===== src/rtl/fault_irq_pkg.sv =====
package fault_irq_pkg;
  localparam int STS_W    = 5;
  localparam int EVT_W    = STS_W - 1;
  localparam int CTL_W    = 32;
  localparam int MASK_BIT = 31;
  localparam int PEND_BIT = 30;

  typedef enum logic [2:0] {
    STS_PRI  = 3'd0,
    STS_ADV  = 3'd1,
    STS_QERR = 3'd2,
    STS_ICMP = 3'd3,
    STS_TOUT = 3'd4
  } sts_idx_e;
endpackage


===== src/rtl/fault_rec_flags.sv =====
module fault_rec_flags #(
  parameter int NUM_REC = 4
) (
  input  logic               clk_i,
  input  logic               rst_ni,
  input  logic [NUM_REC-1:0] set_i,
  input  logic [NUM_REC-1:0] clr_i,
  output logic [NUM_REC-1:0] flags_o,
  output logic [NUM_REC-1:0] flags_nxt_o
);
  for (genvar i = 0; i < NUM_REC; i++) begin : g_rec
    // set wins over clear
    assign flags_nxt_o[i] = set_i[i] | (flags_o[i] & ~clr_i[i]);

    always_ff @(posedge clk_i or negedge rst_ni) begin
      if (!rst_ni) flags_o[i] <= 1'b0;
      else         flags_o[i] <= flags_nxt_o[i];
    end

    assert_rec_set_R10: assert property (@(posedge clk_i) disable iff (!rst_ni)
      set_i[i] |=> flags_o[i]);
  end
endmodule


===== src/rtl/fault_evt_bits.sv =====
module fault_evt_bits #(
  parameter int EVT_W = 4
) (
  input  logic             clk_i,
  input  logic             rst_ni,
  input  logic [EVT_W-1:0] set_i,
  input  logic [EVT_W-1:0] clr_i,
  output logic [EVT_W-1:0] bits_o,
  output logic [EVT_W-1:0] bits_nxt_o
);
  for (genvar k = 0; k < EVT_W; k++) begin : g_bit
    assign bits_nxt_o[k] = set_i[k] | (bits_o[k] & ~clr_i[k]);

    always_ff @(posedge clk_i or negedge rst_ni) begin
      if (!rst_ni) bits_o[k] <= 1'b0;
      else         bits_o[k] <= bits_nxt_o[k];
    end

    assert_evt_set_R2: assert property (@(posedge clk_i) disable iff (!rst_ni)
      set_i[k] |=> bits_o[k]);
    assert_evt_clr_R8: assert property (@(posedge clk_i) disable iff (!rst_ni)
      (clr_i[k] && !set_i[k]) |=> !bits_o[k]);
  end
endmodule


===== src/rtl/fault_pend_ctl.sv =====
module fault_pend_ctl (
  input  logic clk_i,
  input  logic rst_ni,
  input  logic sts_zero_i,
  input  logic sts_nxt_zero_i,
  input  logic set_any_i,
  input  logic mask_we_i,
  input  logic mask_wdata_i,
  input  logic hold_i,
  input  logic ack_i,
  output logic pend_o,
  output logic mask_o,
  output logic req_o
);
  logic new_cond;
  logic pend_d;

  assign new_cond = sts_zero_i & set_any_i;
  assign req_o    = pend_o & ~mask_o & ~hold_i;

  always_comb begin
    pend_d = pend_o;
    if (new_cond)            pend_d = 1'b1;
    else if (req_o && ack_i) pend_d = 1'b0;
    else if (sts_nxt_zero_i) pend_d = 1'b0; // all serviced: drop unsent
  end

  always_ff @(posedge clk_i or negedge rst_ni) begin
    if (!rst_ni) begin
      pend_o <= 1'b0;
      mask_o <= 1'b1;
    end else begin
      pend_o <= pend_d;
      if (mask_we_i) mask_o <= mask_wdata_i;
    end
  end

  assert_new_cond_sets_R3: assert property (@(posedge clk_i) disable iff (!rst_ni)
    (sts_zero_i && set_any_i) |=> pend_o);
  assert_pend_only_new_R4: assert property (@(posedge clk_i) disable iff (!rst_ni)
    $rose(pend_o) |-> $past(sts_zero_i && set_any_i));
  assert_ack_clears_R7: assert property (@(posedge clk_i) disable iff (!rst_ni)
    (req_o && ack_i && !(sts_zero_i && set_any_i)) |=> !pend_o);
  assert_drop_R9: assert property (@(posedge clk_i) disable iff (!rst_ni)
    (pend_o && sts_nxt_zero_i && !(sts_zero_i && set_any_i)) |=> !pend_o);
  assert_pend_kept_R5: assert property (@(posedge clk_i) disable iff (!rst_ni)
    (pend_o && !req_o && !sts_nxt_zero_i) |=> pend_o);
endmodule


===== src/rtl/fault_irq_ctrl.sv =====
module fault_irq_ctrl
  import fault_irq_pkg::*;
#(
  parameter int NUM_REC = 4
) (
  input  logic               clk_i,
  input  logic               rst_ni,
  input  logic [NUM_REC-1:0] rec_set_i,
  input  logic [NUM_REC-1:0] rec_clr_i,
  input  logic [EVT_W-1:0]   evt_set_i,
  input  logic [EVT_W-1:0]   sts_clr_i,
  input  logic               ctl_we_i,
  input  logic [CTL_W-1:0]   ctl_wdata_i,
  input  logic               hold_i,
  input  logic               send_ack_i,
  output logic [CTL_W-1:0]   ctl_rdata_o,
  output logic [STS_W-1:0]   sts_o,
  output logic               send_req_o
);
  logic [NUM_REC-1:0] rec_q, rec_nxt;
  logic [EVT_W-1:0]   evt_q, evt_nxt;
  logic               pend_q, mask_q;
  logic               sts_zero, sts_nxt_zero, set_any;
  logic               unused_wdata;

  assign unused_wdata = ^ctl_wdata_i[PEND_BIT:0];

  fault_rec_flags #(.NUM_REC(NUM_REC)) u_rec (
    .clk_i, .rst_ni,
    .set_i      (rec_set_i),
    .clr_i      (rec_clr_i),
    .flags_o    (rec_q),
    .flags_nxt_o(rec_nxt)
  );

  fault_evt_bits #(.EVT_W(EVT_W)) u_evt (
    .clk_i, .rst_ni,
    .set_i     (evt_set_i),
    .clr_i     (sts_clr_i),
    .bits_o    (evt_q),
    .bits_nxt_o(evt_nxt)
  );

  assign sts_o        = {evt_q, |rec_q};
  assign sts_zero     = (sts_o == '0);
  assign sts_nxt_zero = ~(|rec_nxt) & ~(|evt_nxt);
  assign set_any      = (|rec_set_i) | (|evt_set_i);

  fault_pend_ctl u_pend (
    .clk_i, .rst_ni,
    .sts_zero_i    (sts_zero),
    .sts_nxt_zero_i(sts_nxt_zero),
    .set_any_i     (set_any),
    .mask_we_i     (ctl_we_i),
    .mask_wdata_i  (ctl_wdata_i[MASK_BIT]),
    .hold_i        (hold_i),
    .ack_i         (send_ack_i),
    .pend_o        (pend_q),
    .mask_o        (mask_q),
    .req_o         (send_req_o)
  );

  always_comb begin
    ctl_rdata_o           = '0;
    ctl_rdata_o[MASK_BIT] = mask_q;
    ctl_rdata_o[PEND_BIT] = pend_q;
  end

  assert_pend_needs_sts_R9: assert property (@(posedge clk_i) disable iff (!rst_ni)
    pend_q |-> (sts_o != '0));
  assert_pri_or_R8: assert property (@(posedge clk_i) disable iff (!rst_ni)
    (rec_q != '0) |-> sts_o[STS_PRI]);
endmodule


===== config.mk =====
export PLATFORM = sky130hd
export DESIGN_NAME = fault_irq_ctrl
export DESIGN_NICKNAME = d
export VERILOG_FILES = /design/src/rtl/fault_irq_pkg.sv /design/src/rtl/fault_rec_flags.sv /design/src/rtl/fault_evt_bits.sv /design/src/rtl/fault_pend_ctl.sv /design/src/rtl/fault_irq_ctrl.sv
export SDC_FILE = /design/constraint.sdc
export NUM_CORES = 1
export LEC_CHECK = 0
export ABC_AREA = 0
export BUFFER_PORTS_ARGS = -buffer_cell sky130_fd_sc_hd__buf_2
export CORE_MARGIN = 3
export CORE_UTILIZATION = 24
export CTS_CLUSTER_SIZE = 25
export DETAILED_ROUTE_END_ITERATION = 16
export GPL_TIMING_DRIVEN = 0
export PLACE_DENSITY = 0.71
export SYNTH_ARGS = -nofsm -noshare
export SYNTH_HDL_FRONTEND = slang
export SYNTH_SLANG_ARGS = --single-unit
export TNS_END_PERCENT = 30

===== constraint.sdc =====
create_clock -name clk_i -period 2.35 [get_ports clk_i]
set_input_delay 0.47 -clock clk_i [delete_from_list [all_inputs] [get_ports clk_i]]
set_output_delay 0.47 -clock clk_i [all_outputs]
set_load 0.02 [all_outputs]

Yosys cells after proc, flatten, opt, wreduce, memory -nomap -nowiden
Index checks and enable logic that the tools add are counted.

word-level totals
  register bits after elaboration = 10
  input port bits = 53
  output and inout port bits = 38

cells by class
  muxes and demuxes = 3
  bitwise logic cells = 33
  reduce and logical (&&, ||, !) cells = 8

operator list
  kind               count
  $reduce_or 4->1    5
  $and 1x1->1        12
  $not 1->1          12
  $or 1x1->1         9
  $logic_not 5->1    1
  $mux 1             3
  $reduce_bool 3->1  1
  $logic_and 1x1->1  1

Depth between registers and ports, before layout
  depth after elaboration = 9
  mapped depth = 4

By module
From an unflattened synthesis, not the netlist that was laid out.

second synthesis, totals
  cell total of the unflattened synthesis = 74
  area total of the unflattened synthesis = 690.7 um^2

modules (own cells, without submodules)
  module           instances  cells each  area an instance (um^2)  seq. area each (um^2)
  fault_irq_ctrl   1          42          304.0                    0.0
  fault_evt_bits   1          12          145.1                    100.1
  fault_rec_flags  1          12          145.1                    100.1
  fault_pend_ctl   1          8           96.3                     51.3

Worst setup path before layout
OpenSTA, ideal clock, no wires.

  path kind = input -> output
  from = input port hold_i
  to = output port send_req_o
  data arrival time = 1.039 ns
  data required time = 1.880 ns
  path slack = 0.841 ns
  cell stages on the path = 1
  buffers on the path = 0
  path through = nor3b_1

between the ends
  longest elaborated chain between the ends = 2

ends and longest elaborated chain
  element             line                  text
  start: declaration  fault_irq_ctrl.sv:14  input logic hold_i,
  $not 1->1           fault_pend_ctl.sv:19  assign req_o = pend_o & ~mask_o & ~hold_i;
  $and 1x1->1         fault_pend_ctl.sv:19
  end: declaration    fault_irq_ctrl.sv:18  output logic send_req_o

Every way passes these cells.

Final worst setup path
  from = register u_rec.flags_o[2]
  to = output port sts_o[0]

between the ends
  longest elaborated chain between the ends = 1

ends and longest elaborated chain
  element                           line                   text
  start: declaration                fault_rec_flags.sv:8   output logic [NUM_REC-1:0] flags_o,
  start signal: indexed assignment  fault_rec_flags.sv:17  else flags_o[i] <= flags_nxt_o[i];
  $reduce_or 4->1                   fault_irq_ctrl.sv:44   assign sts_o = {evt_q, |rec_q};
  end: declaration                  fault_irq_ctrl.sv:17   output logic [STS_W-1:0] sts_o,

Every way passes these cells.

==> results.py <==
metrics = {
    "outcome": {
        "status": "finished clean",
    },
    "global_route": {
        "grt_pass1_wl_um": 2000,
        "antenna_found_initial": 0,
        "track_usage": 0.0778,
        "grt.overflow.total": 0,
        "grt_pass1_vias": 470,
        "grt_max_degree": 11,
    },
    "logic_synthesis": {
        "yosysSeqAreaShare": 0.352,
        "yosys_warnings": 0,
        "synth_area_um2": 714,
        "yosys.area.top_type_share": 0.336,
        "synth-seq-cells": 10,
        "yosysUniqueCellTypes": 21,
        "syn_area_per_cell_um2": 9.79,
        "synthTopCellsByArea": "buf_4 (34%), dfrtp_1 (32%), or2_2 (4.4%)",
        "synth_cells": 73,
        "yosys.area.top_type": "buf_4",
    },
    "setup_path": {
        "cp_slowest_cell": "or4_4",
        "cpPeakStageDelay_ps": 540,
        "crit_chain": "or4_4 -> buf_2",
        "cp-start-kind": "flip-flop",
        "path_class": "flip-flop to output port",
        "worst-path-max-fanout": 2,
        "arrival_ps": 1360,
        "cp.required_ps": 1880,
        "r2r_cells": 4,
        "endpoint_kind": "output port",
    },
    "sta": {
        "fin_skew_ps": 3.62,
        "worst_slack_ps": 522,
        "min_period_ps": 1830,
        "rsz0062_at_grt": "false",
        "fmax_mhz": 547,
        "fin_crit_sh": 0.778,
        "hold_viol_final": 0,
        "setup_viol": 0,
        "drv_slew": 0,
        "final.setup.tns_ps": 0,
    },
    "floorplanning": {
        "die-width_um": 60.6,
        "start_util": 0.255,
        "die_h_um": 60.6,
        "row_count": 19,
        "ios": 91,
        "dieArea_mm2": 0.00367,
        "core_mm2": 0.00281,
    },
    "clock_network": {
        "ctsResizeCount": 0,
        "cts-root-buf": "clkbuf_4",
        "hold_buffers": 0,
        "cts_buffer_depth": 2,
        "cts_made_buffers": 3,
        "cts_setup_buffers": 0,
        "cts_max_level": 1,
        "clk_pin_slew_ps": 70,
        "clk_latency_ps": 270,
        "cts_sinks": 10,
        "cts_tree": "yes",
    },
    "placed_design": {
        "dp_hpwl_um": 1270,
        "portBuffers": 29,
        "post_dp_cell_area_mm2": 0.00101,
        "pre_cts_ws_ps": 738,
        "place_inst": 162,
        "gp_congestion": 0.704,
    },
    "drt": {
        "final_antenna_net_count": 0,
        "route.vias.total": 567,
        "drtPass1Iterations": 4,
        "drc": 0,
        "drt-initial-drc-count": 9,
        "wl_per_cell_um": 8.59,
        "drt-total-wl_um": 1430,
        "via_per_inst": 3.42,
    },
    "power": {
        "peakVddDrop_uv": 146,
        "p_leak_nw": 0.600,
        "power.density_mw_per_mm2": 507,
    },
    "layout": {
        "n_fill_cell": 313,
        "drive_gt1_frac": 0.563,
        "syn_to_final_growth_pct": 46.1,
        "final_util": 0.372,
        "final_cells": 166,
        "diodes": 0,
        "fin_area_mm2": 0.00104,
        "nNetsFinal": 189,
    },
    "job": {
        "maxCapViolations": 0,
    },
    "worst_hold_path": {
        "hold_class": "input port to async pin",
    },
}
## cells in the final DEF (no fill, tap or decap)
master	instances
or2_2	5
dfrtp_1	9
a2111o_1	1
conb_1	30
nor4_1	1
clkbuf_4	3
or4_1	1
nor2b_1	4
mux2_2	1
nor3b_1	1
or4_4	1
a21o_1	3
nand2_1	3
buf_2	29
buf_4	32
nor2b_4	1
a2111oi_0	1
dfstp_2	1
inv_1	3
nor2_1	1
nor4b_2	1
nor3_1	1
clkbuf_8	1
o32ai_2	1
## kinds of logic after synthesis
family / share of synthesized area
DFF: 0.352
buffers and inverters: 0.352
AOI/OAI and AO/OA: 0.0823
muxes: 0.0158
and+or+nand+nor: 0.193
other: 0.00525
## final timing paths
kind                                        from                to  slack [ps]
worst max-delay path            u_rec.flags_o[2]          sts_o[0]         520
worst min-delay path                      rst_ni   u_evt.bits_o[2]          50
worst max register to register   u_evt.bits_o[1]     u_pend.pend_o         910
worst min register to register  u_rec.flags_o[1]  u_rec.flags_o[1]         530
max in group asynchronous                 rst_ni     u_pend.mask_o        2040
min in group clk_i                  rec_set_i[1]  u_rec.flags_o[1]         400
## critical path, delay by kind of cell, from the launching register on
kind                   cells  cell delay [ps]
AND/OR/NAND/NOR            1              540
flip-flops                 1              370
buffers and inverters      1              180
## metal layers
layer,part of all wire,global-route usage
met3,0.16,0.0362
met2,0.38,0.101
met4,0,0.0464
met5,0,0
met1,0.46,0.104
## synthesized netlist by cell type (all sizes together)
library cell,number
nor3b,1
or4,2
buf,32
a2111o,1
mux2,1
a2111oi,1
nand2,3
or2,5
nor2b,5
nor4b,1
conb,1
inv,3
nor4,1
dfstp,1
a21o,3
nor3,1
nor2,1
o32ai,1
dfrtp,9
## state kept, by name (all words and copies together) (netlist names)
name,cells
u_evt.bits_o,4
u_rec.flags_o,4
u_pend.mask_o,1
u_pend.pend_o,1
## report_power, final
part | internal [mW] | switching, mW
Sequential | 0.189 | 0.0105
Clock | 0.0941 | 0.0620
Combinational | 0.0803 | 0.0935
Total | 0.363 | 0.166
## cell type report
class,instances,area (µm²),area share
Buffer,32,240,0.230
Multi-Input combinational cell,57,320,0.307
Clock buffer,4,36.3,0.0348
Timing Repair Buffer,29,145,0.139
Sequential cell,10,251,0.241
Inverter,3,11.3,0.0108
Tap cell,31,38.8,0.0372
## per-stage QoR
step | total power, mW | hold WS, ps
global placement | 0.374 | 338
CTS | 0.536 | 49.3
finish | 0.529 | 52.4
global route | 0.567 | 56.6
floorplan | 0.333 | 174
detailed placement | 0.375 | 346
Power figures use the tool's default switching activity.
